File: config.mk
export PLATFORM = sky130hd
export DESIGN_NAME = pp_dma_chan
export DESIGN_NICKNAME = d
export VERILOG_FILES = /design/src/rtl/pp_dma_pkg.sv /design/src/rtl/pp_dma_ctrl.sv /design/src/rtl/pp_dma_slots.sv /design/src/rtl/pp_dma_engine.sv /design/src/rtl/pp_dma_chan.sv
export SDC_FILE = /design/constraint.sdc
export NUM_CORES = 1
export LEC_CHECK = 0
export ABC_CLOCK_PERIOD_IN_PS = 12150
export BUFFER_PORTS_ARGS = -buffer_cell sky130_fd_sc_hd__buf_2
export CELL_PAD_IN_SITES_DETAIL_PLACEMENT = 0
export CELL_PAD_IN_SITES_GLOBAL_PLACEMENT = 1
export CORE_UTILIZATION = 45
export CTS_CLUSTER_DIAMETER = 50
export CTS_CLUSTER_SIZE = 24
export DETAILED_ROUTE_END_ITERATION = 10
export PLACE_DENSITY_LB_ADDON = 0.1
export REMOVE_ABC_BUFFERS = 1
export SETUP_SLACK_MARGIN = 0.2
export SYNTH_ARGS = -nofsm -noshare
export SYNTH_HDL_FRONTEND = slang
export SYNTH_HIERARCHICAL = 1
export SYNTH_SLANG_ARGS = --single-unit
File: constraint.sdc
create_clock -name clk -period 12.15 [get_ports clk]
set_input_delay 2.43 -clock clk [delete_from_list [all_inputs] [get_ports clk]]
set_output_delay 2.43 -clock clk [all_outputs]
set_load 0.05 [all_outputs]
File: src/rtl/pp_dma_pkg.sv
// Package: shared offsets, control bit indices and helper types for the
// ping-pong DMA channel. Assumes exactly two buffer slots.
package pp_dma_pkg;
    localparam int NSLOT   = 2;
    localparam int CTRL_W  = 8;
    localparam int DATA_W  = 16;
    localparam int RADDR_W = 5;

    localparam logic [RADDR_W-1:0] OFS_CFG  = 5'h00;
    localparam logic [RADDR_W-1:0] OFS_SET  = 5'h04;
    localparam logic [RADDR_W-1:0] OFS_CLR  = 5'h08;
    localparam logic [RADDR_W-1:0] OFS_STAT = 5'h0C;
    localparam int SLOT_BASE   = 16;
    localparam int SLOT_STRIDE = 8;

    localparam int BIT_RUN     = 0;
    localparam int BIT_IE      = 1;
    localparam int BIT_ERR     = 2;
    localparam int BIT_DONE_A  = 3;
    localparam int BIT_START_A = 4;
    localparam int BIT_DONE_B  = 5;
    localparam int BIT_START_B = 6;
    localparam int BIT_ACT_B   = 7;

    localparam logic [CTRL_W-1:0] SW_SET_MASK = 8'h53;
    localparam logic [CTRL_W-1:0] SW_CLR_MASK = 8'h7F;

    typedef struct packed {
        logic wide;
        logic long_burst;
        logic big;
        logic dir_in;
    } xfer_cfg_t;

    typedef enum logic {ENG_IDLE = 1'b0, ENG_XFER = 1'b1} eng_state_e;

    // Places data on the lane order demanded by width and byte order.
    function automatic logic [DATA_W-1:0] lane_order(logic [DATA_W-1:0] d,
                                                     logic wide, logic big);
        if (!wide)
            return {8'h00, d[7:0]};
        else if (big)
            return {d[7:0], d[15:8]};
        else
            return d;
    endfunction
endpackage

File: src/rtl/pp_dma_ctrl.sv
// Control/status word and config register. Applies software set/clear
// writes first, then engine events (completion, error), which override a
// same-cycle write. Assumes only one engine event per cycle.
module pp_dma_ctrl
    import pp_dma_pkg::*;
(
    input  logic                  clk,
    input  logic                  rst_n,
    input  logic                  sw_we,
    input  logic [RADDR_W-1:0]    sw_addr,
    input  logic [31:0]           sw_wdata,
    input  logic                  eng_idle,
    input  logic                  eng_done,
    input  logic                  eng_err,
    output logic [CTRL_W-1:0]     ctrl_q,
    output logic [31:0]           cfg_q
);
    logic [CTRL_W-1:0] ctrl_d;
    logic              cur_start;
    logic              oth_start;

    // Start bits of the active and idle slot as seen before this cycle.
    assign cur_start = ctrl_q[BIT_ACT_B] ? ctrl_q[BIT_START_B] : ctrl_q[BIT_START_A];
    assign oth_start = ctrl_q[BIT_ACT_B] ? ctrl_q[BIT_START_A] : ctrl_q[BIT_START_B];

    // Next control word: software edits, then slot hand-off, then error.
    always_comb begin
        ctrl_d = ctrl_q;
        if (sw_we && sw_addr == OFS_SET)
            ctrl_d = ctrl_d | (sw_wdata[CTRL_W-1:0] & SW_SET_MASK);
        if (sw_we && sw_addr == OFS_CLR)
            ctrl_d = ctrl_d & ~(sw_wdata[CTRL_W-1:0] & SW_CLR_MASK);
        if (eng_done) begin
            if (!ctrl_q[BIT_ACT_B]) begin
                ctrl_d[BIT_DONE_A]  = 1'b1;
                ctrl_d[BIT_START_A] = 1'b0;
                if (ctrl_d[BIT_START_B])
                    ctrl_d[BIT_ACT_B] = 1'b1;
            end else begin
                ctrl_d[BIT_DONE_B]  = 1'b1;
                ctrl_d[BIT_START_B] = 1'b0;
                if (ctrl_d[BIT_START_A])
                    ctrl_d[BIT_ACT_B] = 1'b0;
            end
        end else if (eng_idle && ctrl_q[BIT_RUN] && !cur_start && oth_start) begin
            ctrl_d[BIT_ACT_B] = ~ctrl_q[BIT_ACT_B];
        end
        if (eng_err) begin
            ctrl_d[BIT_RUN] = 1'b0;
            ctrl_d[BIT_ERR] = 1'b1;
        end
    end

    // Register the control word and the config word.
    always_ff @(posedge clk) begin
        if (!rst_n) begin
            ctrl_q <= '0;
            cfg_q  <= '0;
        end else begin
            ctrl_q <= ctrl_d;
            if (sw_we && sw_addr == OFS_CFG)
                cfg_q <= sw_wdata;
        end
    end
endmodule

File: src/rtl/pp_dma_slots.sv
// Two buffer slots of start address and byte count. The engine updates the
// active slot after each beat; a software write to the same field in the
// same cycle takes the written value. Assumes ADDR_W <= 32.
module pp_dma_slots
    import pp_dma_pkg::*;
#(
    parameter int ADDR_W = 32,
    parameter int CNT_W  = 13
) (
    input  logic                           clk,
    input  logic                           rst_n,
    input  logic                           sw_we,
    input  logic [RADDR_W-1:0]             sw_addr,
    input  logic [31:0]                    sw_wdata,
    input  logic                           upd_valid,
    input  logic                           upd_slot,
    input  logic [ADDR_W-1:0]              upd_addr,
    input  logic [CNT_W-1:0]               upd_cnt,
    output logic [NSLOT-1:0][ADDR_W-1:0]   slot_addr_q,
    output logic [NSLOT-1:0][CNT_W-1:0]    slot_cnt_q
);
    for (genvar g = 0; g < NSLOT; g++) begin : g_slot
        localparam logic [RADDR_W-1:0] A_OFS = RADDR_W'(SLOT_BASE + SLOT_STRIDE * g);
        localparam logic [RADDR_W-1:0] C_OFS = RADDR_W'(SLOT_BASE + SLOT_STRIDE * g + 4);

        // Hold one slot: engine progress, overridden by software writes.
        always_ff @(posedge clk) begin
            if (!rst_n) begin
                slot_addr_q[g] <= '0;
                slot_cnt_q[g]  <= '0;
            end else begin
                if (upd_valid && upd_slot == 1'(g)) begin
                    slot_addr_q[g] <= upd_addr;
                    slot_cnt_q[g]  <= upd_cnt;
                end
                if (sw_we && sw_addr == A_OFS)
                    slot_addr_q[g] <= sw_wdata[ADDR_W-1:0];
                if (sw_we && sw_addr == C_OFS)
                    slot_cnt_q[g] <= sw_wdata[CNT_W-1:0];
            end
        end
    end
endmodule

File: src/rtl/pp_dma_engine.sv
// Burst engine: checks the active slot at launch and raises an error on a
// misaligned address or a zero count. Otherwise it waits for the peripheral
// request and issues one beat per memory acknowledge, reporting progress
// to the slot store. Assumes mem_rdata is valid in the mem_ack cycle.
module pp_dma_engine
    import pp_dma_pkg::*;
#(
    parameter int ADDR_W      = 32,
    parameter int CNT_W       = 13,
    parameter int BURST_SHORT = 4,
    parameter int BURST_LONG  = 8
) (
    input  logic               clk,
    input  logic               rst_n,
    input  logic               run,
    input  xfer_cfg_t          cfg,
    input  logic               act_start,
    input  logic [ADDR_W-1:0]  act_addr,
    input  logic [CNT_W-1:0]   act_cnt,
    input  logic               periph_req,
    input  logic [DATA_W-1:0]  periph_din,
    input  logic               mem_ack,
    input  logic [DATA_W-1:0]  mem_rdata,
    output logic               mem_req,
    output logic               mem_we,
    output logic               mem_size,
    output logic [ADDR_W-1:0]  mem_addr,
    output logic [DATA_W-1:0]  mem_wdata,
    output logic               periph_pop,
    output logic               periph_push,
    output logic [DATA_W-1:0]  periph_dout,
    output logic               upd_valid,
    output logic [ADDR_W-1:0]  upd_addr,
    output logic [CNT_W-1:0]   upd_cnt,
    output logic               done_evt,
    output logic               err_evt,
    output logic               idle
);
    localparam int BEAT_W = $clog2(BURST_LONG + 1);

    eng_state_e        state_q;
    logic [BEAT_W-1:0] beats_q;
    logic [CNT_W-1:0]  step;
    logic              bad_setup;
    logic              launch;
    logic              beat_ok;

    // Launch qualification and the per-beat address/count step.
    always_comb begin
        idle      = (state_q == ENG_IDLE);
        bad_setup = (act_cnt == '0) || (act_addr[1:0] != 2'b00);
        err_evt   = idle && run && act_start && bad_setup;
        launch    = idle && run && act_start && !bad_setup && periph_req;
        beat_ok   = (state_q == ENG_XFER) && mem_ack;
        step      = (cfg.wide && act_cnt != CNT_W'(1)) ? CNT_W'(2) : CNT_W'(1);
        upd_valid = beat_ok;
        upd_cnt   = (act_cnt > step) ? act_cnt - step : '0;
        upd_addr  = act_addr + ADDR_W'(step);
        done_evt  = beat_ok && (upd_cnt == '0);
    end

    // Memory and peripheral side signals of the current beat.
    always_comb begin
        mem_req     = (state_q == ENG_XFER);
        mem_we      = cfg.dir_in;
        mem_size    = cfg.wide;
        mem_addr    = act_addr;
        mem_wdata   = lane_order(periph_din, cfg.wide, cfg.big);
        periph_dout = lane_order(mem_rdata, cfg.wide, cfg.big);
        periph_pop  = beat_ok && cfg.dir_in;
        periph_push = beat_ok && !cfg.dir_in;
    end

    // Burst state: load the beat budget at launch, end on budget, count or pause.
    always_ff @(posedge clk) begin
        if (!rst_n) begin
            state_q <= ENG_IDLE;
            beats_q <= '0;
        end else begin
            case (state_q)
                ENG_IDLE: begin
                    if (launch) begin
                        state_q <= ENG_XFER;
                        beats_q <= cfg.long_burst ? BEAT_W'(BURST_LONG) : BEAT_W'(BURST_SHORT);
                    end
                end
                ENG_XFER: begin
                    if (beat_ok) begin
                        beats_q <= beats_q - BEAT_W'(1);
                        if (done_evt || beats_q == BEAT_W'(1) || !run)
                            state_q <= ENG_IDLE;
                    end
                end
                default: state_q <= ENG_IDLE;
            endcase
        end
    end
endmodule

File: src/rtl/pp_dma_chan.sv
// Top of the ping-pong DMA channel: ties the control word, the slot store
// and the burst engine together. It also provides the register read mux
// and the interrupt. Assumes ADDR_W <= 32 and CNT_W <= 32.
module pp_dma_chan
    import pp_dma_pkg::*;
#(
    parameter int ADDR_W      = 32,
    parameter int CNT_W       = 13,
    parameter int BURST_SHORT = 4,
    parameter int BURST_LONG  = 8
) (
    input  logic               clk,
    input  logic               rst_n,
    input  logic               reg_we,
    input  logic [4:0]         reg_addr,
    input  logic [31:0]        reg_wdata,
    output logic [31:0]        reg_rdata,
    input  logic               periph_req,
    input  logic [15:0]        periph_din,
    output logic               periph_pop,
    output logic [15:0]        periph_dout,
    output logic               periph_push,
    output logic [3:0]         periph_sel,
    output logic               mem_req,
    output logic               mem_we,
    output logic               mem_size,
    output logic [ADDR_W-1:0]  mem_addr,
    output logic [15:0]        mem_wdata,
    input  logic [15:0]        mem_rdata,
    input  logic               mem_ack,
    output logic               irq
);
    logic [CTRL_W-1:0]            ctrl_q;
    logic [31:0]                  cfg_q;
    logic [NSLOT-1:0][ADDR_W-1:0] slot_addr_q;
    logic [NSLOT-1:0][CNT_W-1:0]  slot_cnt_q;
    logic                         eng_idle;
    logic                         eng_done;
    logic                         eng_err;
    logic                         upd_valid;
    logic [ADDR_W-1:0]            upd_addr;
    logic [CNT_W-1:0]             upd_cnt;
    logic                         act_b;
    logic                         act_start;
    xfer_cfg_t                    xcfg;

    assign act_b      = ctrl_q[BIT_ACT_B];
    assign act_start  = act_b ? ctrl_q[BIT_START_B] : ctrl_q[BIT_START_A];
    assign xcfg       = xfer_cfg_t'(cfg_q[3:0]);
    assign periph_sel = cfg_q[7:4];

    pp_dma_ctrl u_ctrl (
        .clk      (clk),
        .rst_n    (rst_n),
        .sw_we    (reg_we),
        .sw_addr  (reg_addr),
        .sw_wdata (reg_wdata),
        .eng_idle (eng_idle),
        .eng_done (eng_done),
        .eng_err  (eng_err),
        .ctrl_q   (ctrl_q),
        .cfg_q    (cfg_q)
    );

    pp_dma_slots #(.ADDR_W(ADDR_W), .CNT_W(CNT_W)) u_slots (
        .clk         (clk),
        .rst_n       (rst_n),
        .sw_we       (reg_we),
        .sw_addr     (reg_addr),
        .sw_wdata    (reg_wdata),
        .upd_valid   (upd_valid),
        .upd_slot    (act_b),
        .upd_addr    (upd_addr),
        .upd_cnt     (upd_cnt),
        .slot_addr_q (slot_addr_q),
        .slot_cnt_q  (slot_cnt_q)
    );

    pp_dma_engine #(
        .ADDR_W(ADDR_W), .CNT_W(CNT_W),
        .BURST_SHORT(BURST_SHORT), .BURST_LONG(BURST_LONG)
    ) u_eng (
        .clk         (clk),
        .rst_n       (rst_n),
        .run         (ctrl_q[BIT_RUN]),
        .cfg         (xcfg),
        .act_start   (act_start),
        .act_addr    (slot_addr_q[act_b]),
        .act_cnt     (slot_cnt_q[act_b]),
        .periph_req  (periph_req),
        .periph_din  (periph_din),
        .mem_ack     (mem_ack),
        .mem_rdata   (mem_rdata),
        .mem_req     (mem_req),
        .mem_we      (mem_we),
        .mem_size    (mem_size),
        .mem_addr    (mem_addr),
        .mem_wdata   (mem_wdata),
        .periph_pop  (periph_pop),
        .periph_push (periph_push),
        .periph_dout (periph_dout),
        .upd_valid   (upd_valid),
        .upd_addr    (upd_addr),
        .upd_cnt     (upd_cnt),
        .done_evt    (eng_done),
        .err_evt     (eng_err),
        .idle        (eng_idle)
    );

    // Register read mux; all three control views return the word.
    always_comb begin
        reg_rdata = '0;
        case (reg_addr)
            OFS_CFG:                    reg_rdata = cfg_q;
            OFS_SET, OFS_CLR, OFS_STAT: reg_rdata = 32'(ctrl_q);
            5'h10:                      reg_rdata = 32'(slot_addr_q[0]);
            5'h14:                      reg_rdata = 32'(slot_cnt_q[0]);
            5'h18:                      reg_rdata = 32'(slot_addr_q[1]);
            5'h1C:                      reg_rdata = 32'(slot_cnt_q[1]);
            default:                    reg_rdata = '0;
        endcase
    end

    // Interrupt: enabled and any completion or error flag pending.
    assign irq = ctrl_q[BIT_IE] &&
                 (ctrl_q[BIT_ERR] || ctrl_q[BIT_DONE_A] || ctrl_q[BIT_DONE_B]);
endmodule

==> summary.txt, run 1 <==
Synth
  • Post-synth EDFFs: 0
  • Unique masters post-synth: 71
  • Synthesized cell area: 0.009540 mm²
  • Synth Area per Inst: 7.846 µm²
  • Yosys warns: 6
  • Main synth FF type: dfxtp_1
  • Cells after Synth: 1216
  • Sequential share of the synthesized area: 28.33%
  • Seq cells post-synth: 135
  • Post-synth ARST share: 0%

Route
  • ANT nets after route: 0
  • Vias/cell: 6.173
  • Met1 wire length: 15230 µm
  • DRC Markers: 0
  • Met2 WL: 16190 µm
  • WL final: 34500 µm
  • Highest routed layer: met4
  • First-pass DRT Iterations: 7
  • Vias: 9697
  • WL met3: 2467 µm
  • DRT iter0 DRCs: 1033
  • WL per Instance: 21.96 µm

STA
  • Final setup viols: 0
  • Fmax: 134.8 MHz
  • RSZ-0062 raised after global routing: false
  • Setup TNS: 0 ns
  • Worst Tran Pin Value: 1.151 ns
  • Final min period: 7.416 ns
  • Skew final: 0.01266 ns
  • Final hold viol count: 0
  • Slew Limit Headroom: 23.28%
  • Final Slew Violations: 0
  • Final period utilization: 61.04%

Placed design
  • Port buffer count: 179
  • GPL Wtd Cong: 0.8363
  • Dpl hpwl: 21760 µm
  • Placed Cells: 1539

Clock network
  • CTS tree: done
  • Post-CTS Setup Inserts: 0
  • CTS-repair resized insts: 0
  • Clock Path Buffers: 2
  • Clock sink count: 135
  • Clock transition at the registers of the reported paths: 0.06 ns
  • Hold_buf cts: 0
  • H-tree levels: 4
  • Root buffer cell: clkbuf_16
  • Clock latency on the worst-skew pair: 0.43 ns
  • TritonCTS Buffers: 17

Layout
  • Multi-input gate area in the final layout: 0.005996 mm²
  • Fin cells: 1571
  • Layout cells sized above 1: 25.21%
  • Fillers: 2086
  • Most frequent cells in the layout: nand2_1 (251), buf_2 (177), dfxtp_1 (134), a31oi_1 (84), mux2_2 (67)
  • Most common cell after layout, fill and taps aside: nand2_1
  • # diodes: 0
  • Area Growth Syn to Fin: 12.20%
  • Fin nets: 1370
  • FF+latch area: 0.002704 mm²

Outcome
  • Outcome: completed

GRT
  • Grt total ovfl: 0
  • Global-route wire length before repair: 53240 µm
  • GRT Total Usage: 31.54%
  • Initial antenna violation count: 0
  • Largest net degree at the start of global routing: 81
  • Vias in the first global route: 9043

Floorplanning
  • Site Rows: 52
  • Starting density of the core: 46.55%
  • Die area: 0.02179 mm²
  • Chip height: 147.6 µm
  • Die width: 147.6 µm
  • Core Region: 0.02049 mm²
  • # IOs: 180

Worst setup path
  • WP data required: 9.72 ns
  • CP max-delay cell: and2_1
  • Crit-path max cell delay: 0.89 ns
  • Cell Chain, Critical Path: buf_2 -> and2_1 -> and2_1 -> a221o_1 -> buf_2
  • CP Launch Type: input port
  • Crit path capture type: output pin
  • Reg2Reg Depth: 15
  • Critical path class: in2out
  • Crit path arrival time: 4.99 ns
  • Max FO, Critical Path: 35

Pwr
  • P_leak: 4.076 nW
  • Seq pwr share: 40.6%
  • Power share of the clock group: 47.1%
  • Power per cell area: 103.9 mW/mm²
  • Comb power frac: 12.3%
  • Maximum vdd ir drop: 0.07824 mV
  • Switching share of power: 28.86%
  • Switch Pwr: 0.3208 mW
  • Pint: 0.7910 mW

Worst hold path
  • Hold Crit Class: reg2reg
  • Hold Path Depth: 2

Flow run
  • Max-Cap Viols: 0
[routing by layer]
layer  GRT usage, %  vias to the layer above
met5              0                        -
met3          4.722                       44
li1               -                     4563
met4          9.639                        0
met1          43.60                     4673
met2          50.47                      417
[flip-flops by register name, summed over array words and instances (netlist names), named ones only]
register and flops:
u_slots/slot_addr_q 64, u_ctrl/cfg_q 32, u_eng/mem_req 1, u_slots/slot_cnt_q 26
u_eng/beats_q 4, u_ctrl/ctrl_q 6
[worst max-delay path, delay by kind of cell]
kind | cells | cell delay [ns]
buf+inv | 2 | 0.78
simple gates | 2 | 1.49
compound gates | 1 | 0.25
[power by group through the flow]
stage | combinational [mW] | sequential [mW] | clock, mW
6_report | 0.137 | 0.451 | 0.523
5_1_grt | 0.145 | 0.452 | 0.548
4_1_cts | 0.135 | 0.451 | 0.528
3_5_place_dp | 0.135 | 0.461 | 0
3_3_place_gp | 0.134 | 0.461 | 0
2_1_floorplan | 0.0720 | 0.460 | 0
[synth_stat cells, drive strengths merged, types with 17 or more instances]
master  instances  share of area (%)
a21oi          61                3.2
a31oi          84                5.5
and3           19                1.2
buf            88                6.4
clkbuf         53                2.1
dfxtp         135                 28
inv            19               0.75
mux2           67                7.9
mux2i          42                4.4
nand2         252                9.9
nand3          51                2.7
nor2           49                2.0
nor3           17                1.2
o31ai          60                4.7
o41ai          34                3.1
xnor2          33                3.0
[per-stage QoR]
stage | setup slack, ns | hold WS (ns) | power, mW | util, % | instance area, µm²
after floorplan | 5.062 | 0.4362 | 0.5323 | - | 8731
after global placement | 4.869 | 0.4437 | 0.5952 | 49.41 | 10130
after detailed placement | 4.823 | 0.4470 | 0.5958 | 49.41 | 10130
after CTS | 4.819 | 0.4565 | 1.114 | 52.23 | 10700
after global routing | 4.688 | 0.4776 | 1.146 | 52.23 | 10700
final | 4.734 | 0.4554 | 1.112 | 52.23 | 10700
[kinds of logic after synthesis]
logic type	share of synthesized area, %
and+or+nand+nor	23.30
DFF	28.33
muxes	12.31
xor gates and xnor gates	3.856
adders and majority gates	1.207
AOI/OAI and AO/OA	21.72
buffers and inverters	9.272
[layout make-up]
| type | instances | area share, % |
|---|---|---|
| inverter | 20 | 0.7013 |
| clock buffer | 17 | 3.974 |
| tap | 270 | 3.156 |
| clock inverter | 15 | 1.426 |
| multi-input combinational | 920 | 56.01 |
| timing repair buffer | 194 | 9.468 |
| sequential | 135 | 25.26 |
[worst paths after layout]
kind / startpoint / endpoint / slack (ns)
hold reg to reg: u_ctrl/cfg_q[17] / u_ctrl/cfg_q[17] / 0.46
hold / removal: u_ctrl/cfg_q[17] / u_ctrl/cfg_q[17] / 0.46
setup / recovery: reg_addr[3] / reg_rdata[31] / 4.73
setup reg to reg: u_ctrl/ctrl_q[7] / u_ctrl/ctrl_q[7] / 7.10
Power figures use the tool's default switching activity.
==> run 2: changes to the inputs <==
- ABC_CLOCK_PERIOD_IN_PS: 12150 -> 7750
- CORE_UTILIZATION: 45 -> 42
- clock period: 12.15 -> 7.75 ns (I/O delays scaled with it)
==> run 2 against run 1 <==
Compared with the run above:
- the flow now finishes with violations (DRC)
- hold slack barely moved
- final cell count rose by 0.64%
- non-clock buffer count did not move
- combinational power rose by 58%
- first-iteration DRC count fell by 24%
- clock skew fell by 0.0024 ns
- setup slack got worse by 2.4 ns
- sequential power rose by 57%
- critical endpoint is now reg_rdata[14]
- via count fell by 0.55%
- core utilization fell by 3.4 points
==> summary.txt, run 2 (synthesis gave the netlist of run 1 again) <==
GRT
  • Grt total ovfl: 0 (unchanged)
  • GRT Total Usage: 30.36% (-1.2 points)
  • Vias in the first global route: 9246 (+2.2%)
  • Largest net degree at the start of global routing: 71 (-12%)
  • Global-route wire length before repair: 55300 µm (+3.9%)
  • Initial antenna violation count: 0 (unchanged)

Floorplanning
  • Die area: 0.02332 mm² (+7.0%)
  • Chip height: 152.7 µm (+3.5%)
  • Site Rows: 54 (+3.8%)
  • Die width: 152.7 µm (+3.5%)
  • Starting density of the core: 43.31% (-3.2 points)
  • Core Region: 0.02203 mm² (+7.5%)
  • # IOs: 180 (unchanged)

Pwr
  • Maximum vdd ir drop: 0.1341 mV (+71%)
  • Power per cell area: 166.7 mW/mm² (+60%)
  • P_leak: 4.095 nW (+0.46%)

Clock network
  • CTS tree: done
  • Hold_buf cts: 0 (unchanged)
  • H-tree levels: 4 (unchanged)
  • Post-CTS Setup Inserts: 0 (unchanged)
  • TritonCTS Buffers: 17 (unchanged)
  • Clock Path Buffers: 2 (unchanged)
  • Clock sink count: 135 (unchanged)
  • CTS-repair resized insts: 0 (unchanged)
  • Clock latency on the worst-skew pair: 0.43 ns (about the same)
  • Root buffer cell: clkbuf_16
  • Clock transition at the registers of the reported paths: 0.06 ns (about the same)

Worst setup path
  • Max FO, Critical Path: 56 (+60%)
  • WP data required: 6.20 ns (-3.52 ns)
  • Critical path class: in2out
  • Top cell by count, worst path: buf_4
  • Crit path capture type: output pin
  • CP Launch Type: input port
  • CP max-delay cell: nor3_4
  • Crit-path max cell delay: 0.84 ns (-0.05 ns)
  • Cell Chain, Critical Path: buf_4 -> nor3_4 -> buf_4 -> a32oi_1 -> a21oi_1 -> buf_2
  • Crit path arrival time: 3.90 ns (-1.09 ns)

STA
  • Fmax: 183.5 MHz
  • Slew Limit Headroom: 20.37% (-2.9 points)
  • Worst Tran Pin Value: 1.190 ns (+0.03946 ns)
  • Final hold viol count: 0 (unchanged)
  • Final period utilization: 70.33%
  • RSZ-0062 raised after global routing: false
  • Final Slew Violations: 0 (unchanged)
  • Skew final: 0.01029 ns (-0.002370 ns)
  • Final setup viols: 0 (unchanged)
  • Final min period: 5.451 ns
  • Setup TNS: 0 ns (unchanged)

Route
  • ANT nets after route: 0 (unchanged)
  • Vias: 9644 (-0.55%)
  • Vias/cell: 6.100 (-1.2%)
  • DRC Markers: 3 (+3)
  • WL final: 35680 µm (+3.4%)
  • DRT iter0 DRCs: 790 (-24%)
  • First-pass DRT Iterations: 10 (+3)
  • WL per Instance: 22.57 µm (+2.8%)

Layout
  • Register bank with the most flops: u_slots/slot_addr_q
  • Max reg flops: 64 (unchanged)
  • Fin nets: 1370 (unchanged)
  • Most frequent cells in the layout: nand2_1 (251), buf_2 (177), dfxtp_1 (134), a31oi_1 (84), mux2_2 (67)
  • Fin cells: 1581 (+0.64%)
  • Most common cell after layout, fill and taps aside: nand2_1
  • Largest regs: u_slots/slot_addr_q x64, u_ctrl/cfg_q x32, u_slots/slot_cnt_q x26
  • Layout cells sized above 1: 25.21% (unchanged)
  • Area Growth Syn to Fin: 12.71%
  • # diodes: 0 (unchanged)

Outcome
  • Outcome: finished with violations
  • Failing checks: DRC

Flow run
  • Max-Cap Viols: 0 (unchanged)

Placed design
  • GPL Wtd Cong: 0.8490 (+1.5%)
  • Dpl hpwl: 22650 µm (+4.1%)
  • Port buffer count: 179 (unchanged)
  • Placed Cells: 1549 (+0.65%)

Worst hold path
  • Hold Crit Class: reg2reg
## run 2: metrics by stage
step                      total power [mW]  hold slack, ns  cell area [µm²]  worst slack, ns  utilization (%)
after floorplan                     0.8345          0.4362             8731            2.422                -
after global placement              0.9360          0.4428            10140            2.326            46.02
after detailed placement            0.9366          0.4465            10140            2.290            46.02
after CTS                            1.806          0.4547            10750            2.290            48.82
after global routing                 1.852          0.4814            10750            2.129            48.82
final                                1.792          0.4558            10750            2.299            48.82
## run 2: cell type report
type | count | area, µm²
Inverter | 20 | 75.07
Timing Repair Buffer | 194 | 1013
Tap cell | 280 | 350.3
Clock buffer | 17 | 425.4
Fill cell | 2289 | 11270
Clock inverter | 15 | 190.2
Sequential cell | 135 | 2704
Multi-Input combinational cell | 920 | 5995
## run 2: final timing paths
path,from,to,slack [ns],depth (start not counted)
setup / recovery,reg_addr[2],reg_rdata[14],2.30,6
hold / removal,u_ctrl/cfg_q[11],u_ctrl/cfg_q[11],0.46,2
setup reg to reg,u_ctrl/ctrl_q[7],u_ctrl/ctrl_q[7],2.40,15
hold reg to reg,u_ctrl/cfg_q[11],u_ctrl/cfg_q[11],0.46,2
## run 2: worst max-delay path: cells and delay by family
| kind | cells | cell delay, ns |
|---|---|---|
| compound gates | 2 | 0.40 |
| buf+inv | 3 | 1.06 |
| simple gates | 1 | 0.84 |
## run 2: report_power, final
part / total, mW / switching, mW / internal [mW]
Sequential: 0.708 / 0.00654 / 0.701
Combinational: 0.217 / 0.152 / 0.0650
Clock: 0.868 / 0.354 / 0.514
## run 2: layer usage
| layer | track usage, % | vias to the layer above | wire (µm) |
|---|---|---|---|
| met2 | 47.49 | 408 | 16150 |
| met3 | 5.660 | 53 | 2620 |
| met1 | 41.40 | 4635 | 15960 |
| met4 | 11.21 | 0 | 947 |
| li1 | - | 4548 | - |
| met5 | 0 | - | 0 |
